$ cat src/rtl/can_slp_pkg.sv
package can_slp_pkg;
  localparam int unsigned IDLE_BITS_DEF = 11;
  localparam int unsigned RECOV_OCC_DEF = 128;
  localparam int unsigned SYNC_STAGES_DEF = 2;

  typedef struct packed {
    logic req;
    logic ack;
    logic wake_lat;
  } hs_state_t;
endpackage

$ cat src/rtl/can_slp_sync.sv
module can_slp_sync #(
  parameter int unsigned STAGES  = 2,
  parameter logic        RST_VAL = 1'b1
) (
  input  logic clk,
  input  logic rst_n,
  input  logic d,
  output logic q
);
  logic [STAGES-1:0] ff_q;
  logic [STAGES-1:0] ff_d;

  always_comb begin
    ff_d = {ff_q[STAGES-2:0], d};
  end

  always_ff @(posedge clk or negedge rst_n) begin
    if (!rst_n) ff_q <= {STAGES{RST_VAL}};
    else        ff_q <= ff_d;
  end

  assign q = ff_q[STAGES-1];
endmodule

$ cat src/rtl/can_slp_hshk.sv
module can_slp_hshk
  import can_slp_pkg::*;
(
  input  logic clk,
  input  logic rst_n,
  input  logic set_req,
  input  logic clr_req,
  input  logic wake_en,
  input  logic grant,
  input  logic rx_s,
  output logic req,
  output logic ack,
  output logic wake_lat,
  output logic wake_evt
);
  hs_state_t st_q, st_d;
  logic leave_sw;

  always_comb begin
    st_d     = st_q;
    leave_sw = st_q.ack & clr_req;
    wake_evt = st_q.ack & st_q.wake_lat & ~rx_s;
    if (st_q.ack) begin
      if (leave_sw || wake_evt) st_d = '0;
    end else if (st_q.req) begin
      if (grant) begin
        st_d.ack      = 1'b1;
        st_d.wake_lat = wake_en;
      end
    end else if (set_req) begin
      st_d.req = 1'b1;
    end
  end

  always_ff @(posedge clk or negedge rst_n) begin
    if (!rst_n) st_q <= '0;
    else        st_q <= st_d;
  end

  assign req      = st_q.req;
  assign ack      = st_q.ack;
  assign wake_lat = st_q.wake_lat;

  assert_ack_needs_req_R1: assert property (@(posedge clk) disable iff (!rst_n)
    st_q.ack |-> st_q.req);
  assert_req_held_R2: assert property (@(posedge clk) disable iff (!rst_n)
    (st_q.req && !st_q.ack) |=> st_q.req);
  assert_locked_R4: assert property (@(posedge clk) disable iff (!rst_n)
    (st_q.ack && !st_q.wake_lat && !clr_req) |=> st_q.ack);
endmodule

$ cat src/rtl/can_slp_idle.sv
module can_slp_idle #(
  parameter int unsigned IDLE_BITS = 11
) (
  input  logic clk,
  input  logic rst_n,
  input  logic tick,
  input  logic rx,
  input  logic clr,
  output logic done
);
  localparam int unsigned CW = $clog2(IDLE_BITS + 1);
  localparam logic [CW-1:0] CMAX = CW'(IDLE_BITS);

  logic [CW-1:0] cnt_q, cnt_d;

  always_comb begin
    cnt_d = cnt_q;
    if (clr) begin
      cnt_d = '0;
    end else if (tick) begin
      if (!rx)                cnt_d = '0;
      else if (cnt_q != CMAX) cnt_d = cnt_q + 1'b1;
    end
  end

  always_ff @(posedge clk or negedge rst_n) begin
    if (!rst_n) cnt_q <= '0;
    else        cnt_q <= cnt_d;
  end

  assign done = (cnt_q == CMAX);

  assert_join_after_recessive_R7: assert property (@(posedge clk) disable iff (!rst_n)
    $rose(done) |-> $past(tick && rx && !clr));
endmodule

$ cat src/rtl/can_slp_busoff.sv
module can_slp_busoff #(
  parameter int unsigned IDLE_BITS = 11,
  parameter int unsigned RECOV_OCC = 128
) (
  input  logic                         clk,
  input  logic                         rst_n,
  input  logic                         tick,
  input  logic                         rx,
  input  logic                         bus_off,
  input  logic                         hold,
  output logic [$clog2(RECOV_OCC)-1:0] occ,
  output logic                         done
);
  localparam int unsigned SW = $clog2(IDLE_BITS);
  localparam int unsigned OW = $clog2(RECOV_OCC);
  localparam logic [SW-1:0] SEQ_LAST = SW'(IDLE_BITS - 1);
  localparam logic [OW-1:0] OCC_LAST = OW'(RECOV_OCC - 1);

  logic [SW-1:0] seq_q, seq_d;
  logic [OW-1:0] occ_q, occ_d;
  logic          done_q, done_d;
  logic          step_en;

  assign step_en = bus_off & ~hold & tick;

  always_comb begin
    seq_d  = seq_q;
    occ_d  = occ_q;
    done_d = 1'b0;
    if (!bus_off) begin
      seq_d = '0;
      occ_d = '0;
    end else if (step_en) begin
      if (!rx) begin
        seq_d = '0;
      end else if (seq_q == SEQ_LAST) begin
        seq_d = '0;
        if (occ_q == OCC_LAST) begin
          occ_d  = '0;
          done_d = 1'b1;
        end else begin
          occ_d = occ_q + 1'b1;
        end
      end else begin
        seq_d = seq_q + 1'b1;
      end
    end
  end

  always_ff @(posedge clk or negedge rst_n) begin
    if (!rst_n) begin
      seq_q  <= '0;
      occ_q  <= '0;
      done_q <= 1'b0;
    end else begin
      seq_q  <= seq_d;
      occ_q  <= occ_d;
      done_q <= done_d;
    end
  end

  assign occ  = occ_q;
  assign done = done_q;

  assert_frozen_in_sleep_R8: assert property (@(posedge clk) disable iff (!rst_n)
    (bus_off && hold) |=> ($stable(occ_q) && !done_q));
endmodule

$ cat src/rtl/can_slp_top.sv
module can_slp_top
  import can_slp_pkg::*;
#(
  parameter int unsigned IDLE_BITS   = IDLE_BITS_DEF,
  parameter int unsigned RECOV_OCC   = RECOV_OCC_DEF,
  parameter int unsigned SYNC_STAGES = SYNC_STAGES_DEF
) (
  input  logic                         clk,
  input  logic                         rst_n,
  input  logic                         bit_tick,
  input  logic                         sw_req_set,
  input  logic                         sw_req_clr,
  input  logic                         sw_wake_en,
  input  logic                         rx_raw,
  input  logic                         tx_core,
  input  logic                         tx_busy,
  input  logic                         bus_off,
  output logic                         slp_req,
  output logic                         slp_ack,
  output logic                         core_clk_en,
  output logic                         rx_core,
  output logic                         tx_pin,
  output logic                         bus_join,
  output logic                         rx_copy_en,
  output logic                         tx_go_en,
  output logic [$clog2(RECOV_OCC)-1:0] recov_cnt,
  output logic                         recov_done,
  output logic                         wake_evt
);
  logic rx_s;
  logic asleep;
  logic grant;
  logic wake_lat;

  can_slp_sync #(.STAGES(SYNC_STAGES), .RST_VAL(1'b1)) u_sync (
    .clk(clk), .rst_n(rst_n), .d(rx_raw), .q(rx_s)
  );

  assign grant = bit_tick & ~tx_busy & bus_join;

  can_slp_hshk u_hshk (
    .clk(clk), .rst_n(rst_n),
    .set_req(sw_req_set), .clr_req(sw_req_clr), .wake_en(sw_wake_en),
    .grant(grant), .rx_s(rx_s),
    .req(slp_req), .ack(slp_ack), .wake_lat(wake_lat), .wake_evt(wake_evt)
  );

  assign asleep = slp_req & slp_ack;

  can_slp_idle #(.IDLE_BITS(IDLE_BITS)) u_idle (
    .clk(clk), .rst_n(rst_n), .tick(bit_tick), .rx(rx_s),
    .clr(asleep), .done(bus_join)
  );

  can_slp_busoff #(.IDLE_BITS(IDLE_BITS), .RECOV_OCC(RECOV_OCC)) u_busoff (
    .clk(clk), .rst_n(rst_n), .tick(bit_tick), .rx(rx_s),
    .bus_off(bus_off), .hold(asleep), .occ(recov_cnt), .done(recov_done)
  );

  assign core_clk_en = ~asleep;
  assign rx_core     = asleep ? 1'b1 : rx_s;
  assign tx_pin      = asleep ? 1'b1 : tx_core;
  assign rx_copy_en  = ~asleep;
  assign tx_go_en    = ~asleep & bus_join;

  assert_sleep_outputs_R3: assert property (@(posedge clk) disable iff (!rst_n)
    slp_ack |-> (!core_clk_en && tx_pin && rx_core && !tx_go_en && !rx_copy_en));
  assert_ack_entry_R1: assert property (@(posedge clk) disable iff (!rst_n)
    $rose(slp_ack) |-> $past(bit_tick && !tx_busy && bus_join && slp_req));
  assert_join_cleared_R7: assert property (@(posedge clk) disable iff (!rst_n)
    slp_ack |=> !bus_join);
endmodule

$ cat config.mk
export PLATFORM = sky130hd
export DESIGN_NAME = can_slp_top
export DESIGN_NICKNAME = d
export VERILOG_FILES = /design/src/rtl/can_slp_pkg.sv /design/src/rtl/can_slp_sync.sv /design/src/rtl/can_slp_hshk.sv /design/src/rtl/can_slp_idle.sv /design/src/rtl/can_slp_busoff.sv /design/src/rtl/can_slp_top.sv
export SDC_FILE = /design/constraint.sdc
export NUM_CORES = 1
export LEC_CHECK = 0
export ABC_CLOCK_PERIOD_IN_PS = 2500
export BUFFER_PORTS_ARGS = -buffer_cell sky130_fd_sc_hd__buf_2
export CORE_MARGIN = 2
export CORE_UTILIZATION = 50
export DETAILED_ROUTE_END_ITERATION = 16
export PLACE_DENSITY = 0.84
export REMOVE_ABC_BUFFERS = 1
export SLEW_MARGIN = 20
export SYNTH_ARGS = -nofsm -noshare
export SYNTH_HDL_FRONTEND = slang
export SYNTH_HIERARCHICAL = 1
export SYNTH_SLANG_ARGS = --single-unit
$ cat constraint.sdc
create_clock -name clk -period 2.5 [get_ports clk]
set_input_delay 0.25 -clock clk [delete_from_list [all_inputs] [get_ports clk]]
set_output_delay 0.25 -clock clk [all_outputs]
set_load 0.005 [all_outputs]
==> qor.csv <==
stage,metric,value,unit
run_status,outcome,finished clean,
timing,Final TNS setup,0,ns
critical_path,"reg-to-reg slack, setup",0.46,ns
critical_path,Critical Path Start Type,register,
clock_tree,CTS buffer count,3,
yosys,top cell type's share of synthesized area,40.3,%
timing,Final setup viols,0,
drt,Antenna Nets Post-Route,0,
yosys,Seq cells post-synth,21,
floorplanning,Initial Util,52.9,%
floorplanning,row count,17,
power,Sequential Power Share,62.0,%
power,P_int,458,uW
clock_tree,root buffer cell,clkbuf_4,
floorplanning,I/O pin count,27,
floorplanning,die area,0.00277,mm^2
floorplanning,Die X,52.6,um
drt,wire per inst,13.1,um
power,P_sw,165,uW
final_layout,layout cells sized above 1,26.0,%
grt,gr ovfl total,0,
yosys,asr flop ratio synth,100,%
power,Comb power frac,11.8,%
yosys,cell taking the most area after synthesis,dfrtp_1,
critical_path,Crit Path Max Fanout,13,
final_layout,"most common cell after layout, fill and taps aside",buf_2,
critical_path,crit path from,u_hshk/ack,
clock_tree,Clock Latency Late Sink,0.30,ns
grt,first-pass GRT wire length,3.88,mm
clock_tree,"Reg clk slew, reported paths",0.12,ns
power,pwr dens,459,mW/mm^2
timing,Final Hold Viols,0,
critical_path,FF-to-FF path depth,5,
final_layout,# fillers,207,
critical_path,Arrival @ worst endpoint,2.27,ns
power,sw frac,26.5,%
placed_design,cell count after placement,169,
critical_path,reg2reg start,u_hshk/ack,
clock_tree,# Post-CTS Setup Buffers,0,
critical_path,CP Cell Sequence,and2_1 -> nand2b_1 -> or3_4 -> or4_1 -> o21ai_0,
placed_design,Placer Congestion,0.734,
yosys,Yosys warnings,6,
grt,met2 Use GR,31.0,%
yosys,number of synthesized flops with an enable pin,0,
drt,drt drc,0,
yosys,ys flop type,dfrtp_1,
final_layout,fin nets,161,
yosys,number of distinct library cells after synthesis,41,
power,static leakage,0.000728,uW
timing,period utilisation layout,81.7,%
timing,Final Slew Violations,0,
grt,met1 Usage GRT,24.9,%
final_layout,Post-Layout Cell Count,174,
final_layout,most frequent cells in the layout,"26 x buf_2, 19 x dfrtp_1, 11 x nand2_1, 8 x nand3_1",
timing,Fmax achieved,0.490,GHz
flow_run,Max Cap Violations,0,
grt,gr usage total,18.6,%
final_layout,area delta synth->final,15.0,%
floorplanning,Die Y,52.6,um
yosys,Post-Syn Area,0.00118,mm^2
final_layout,antenna cells,0,
grt,vias in the first global route,921,
grt,GRT busiest layer,met2,
grt,initial antenna violation count,0,
critical_path,slowest CP cell,dfrtp_1,
drt,Starting DRT DRC Count,14,
clock_tree,Resized cells post-CTS,0,
power,worst vdd ir,0.385,mV
critical_path,Crit path largest cell delay,0.51,ns
timing,RSZ-0062 raised after global routing,false,
timing,Worst-Margin Slew,0.468,ns
placed_design,port bufs,26,
floorplanning,CORE AREA,0.00223,mm^2
clock_tree,H-tree depth,1,
drt,via/cell ratio,5.68,
critical_path,Crit Path Class,reg -> reg,
timing,Tmin final,2.04,ns
grt,grt met3 use,2.57,%
power,clock share of power,26.2,%
grt,largest net degree at the start of global routing,22,
critical_path,CP Capture Type,register,
timing,clk_skew,0.00254,ns
worst_hold_path,class of the worst hold path,in -> reg,
critical_path,Required @ worst endpoint,2.73,ns
drt,drt total wl,2.28,mm
worst_hold_path,worst hold path startpoint,rx_raw,
yosys,sequential-to-total area share from yosys stat,44.7,%
yosys,Avg Inst Size Synth,9.84,um^2
timing,slew margin rel.,68.8,%
clock_tree,CTS sink count,21,
drt,drt pass-1 iters,4,
yosys,largest cells by area after synthesis,"dfrtp_1 40%, dfstp_2 4.4%, ha_1 4.2%",
placed_design,Detail Placement HPWL,1.67,mm
worst_hold_path,Hold Path Stages,1,
clock_tree,TritonCTS clock tree,yes,
drt,via count,988,
clock_tree,CTS max path bufs,2,
yosys,post-synthesis cell count,120,
-- Yosys cell counts, types with 3 or more instances --
master / number
and3_1: 4
ha_1: 4
a31oi_1: 3
a21oi_1: 3
nand2b_1: 5
or3_1: 4
nand3_1: 8
o21ai_0: 4
inv_1: 3
dfrtp_1: 19
a21o_1: 5
nand2_1: 11
mux2i_1: 3
nor3_1: 3
nor2_1: 4
-- metal layers --
layer / wire length [um] / share of wire [%] / vias to the layer above
li1: - / - / 490
met1: 1030 / 45 / 472
met2: 1150 / 50 / 26
met3: 98 / 4.3 / 0
met4: 0 / 0 / 0
met5: 0 / 0 / -
-- power groups by stage --
stage	clock network [uW]	registers (uW)	logic, uW
global route	187	392	86.2
floorplan	0	385	45.1
CTS	170	386	74.8
detailed placement	0	392	74.2
finish	163	387	73.7
global placement	0	389	70.1
-- kinds of logic (layout without fill, tap and decap cells) --
family          count (synthesis)  after routing  synth area share (%)
flops                          21             21                  44.7
buf+inv                         8             34                  3.07
fa+ha+maj                       4              4                  4.24
mux                             3              3                  2.54
simple gates                   58             58                  30.7
compound gates                 26             26                  14.7
-- what timing repair did --
action	in CTS	in global routing
hold buffers	1	0
setup endpoints to repair	0	0
endpoints found under the hold margin	19	0
-- state kept, by name (all words and copies together), names as in the netlist --
signal           cells
u_idle/cnt_q         4
u_hshk/req           1
u_hshk/wake_lat      1
u_busoff/seq_q       4
u_busoff/occ         7
u_sync/ff_q          2
u_hshk/ack           1
u_busoff/done        1
-- worst paths after layout --
| path | endpoint |
|---|---|
| max in group asynchronous | u_sync/ff_q[1] |
| max | u_busoff/occ[5] |
| min in group asynchronous | u_busoff/occ[4] |
| max reg2reg | u_busoff/occ[5] |
| min | u_sync/ff_q[0] |
| min reg2reg | u_sync/ff_q[1] |
-- critical path: cells and delay by family, from the launching register on --
kind | cells | cell delay [ns]
and+or+nand+nor | 4 | 1.38
AOI/OAI and AO/OA | 1 | 0.08
DFF | 1 | 0.51
-- per-stage QoR --
stage	setup WS [ns]	area [um^2]	utilization [%]	hold slack, ns	power, uW
2_1_floorplan	0.620	1160	-	-0.0456	430
3_3_place_gp	0.550	1320	59.2	0.229	460
3_5_place_dp	0.487	1320	59.2	0.234	466
4_1_cts	0.459	1360	60.8	0.0236	631
5_1_grt	0.329	1360	60.8	0.0154	665
6_report	0.458	1360	60.8	0.0346	624
-- layout make-up --
| type | count | area (um^2) | share of cell area (%) |
|---|---|---|---|
| Timing Repair Buffer | 27 | 140 | 10.3 |
| Inverter | 3 | 11.3 | 0.829 |
| Clock inverter | 1 | 5.00 | 0.368 |
| Tap cell | 28 | 35.0 | 2.58 |
| Sequential cell | 21 | 528 | 38.9 |
| Clock buffer | 3 | 22.5 | 1.66 |
| Multi-Input combinational cell | 91 | 617 | 45.4 |
Power figures use the tool's default switching activity.
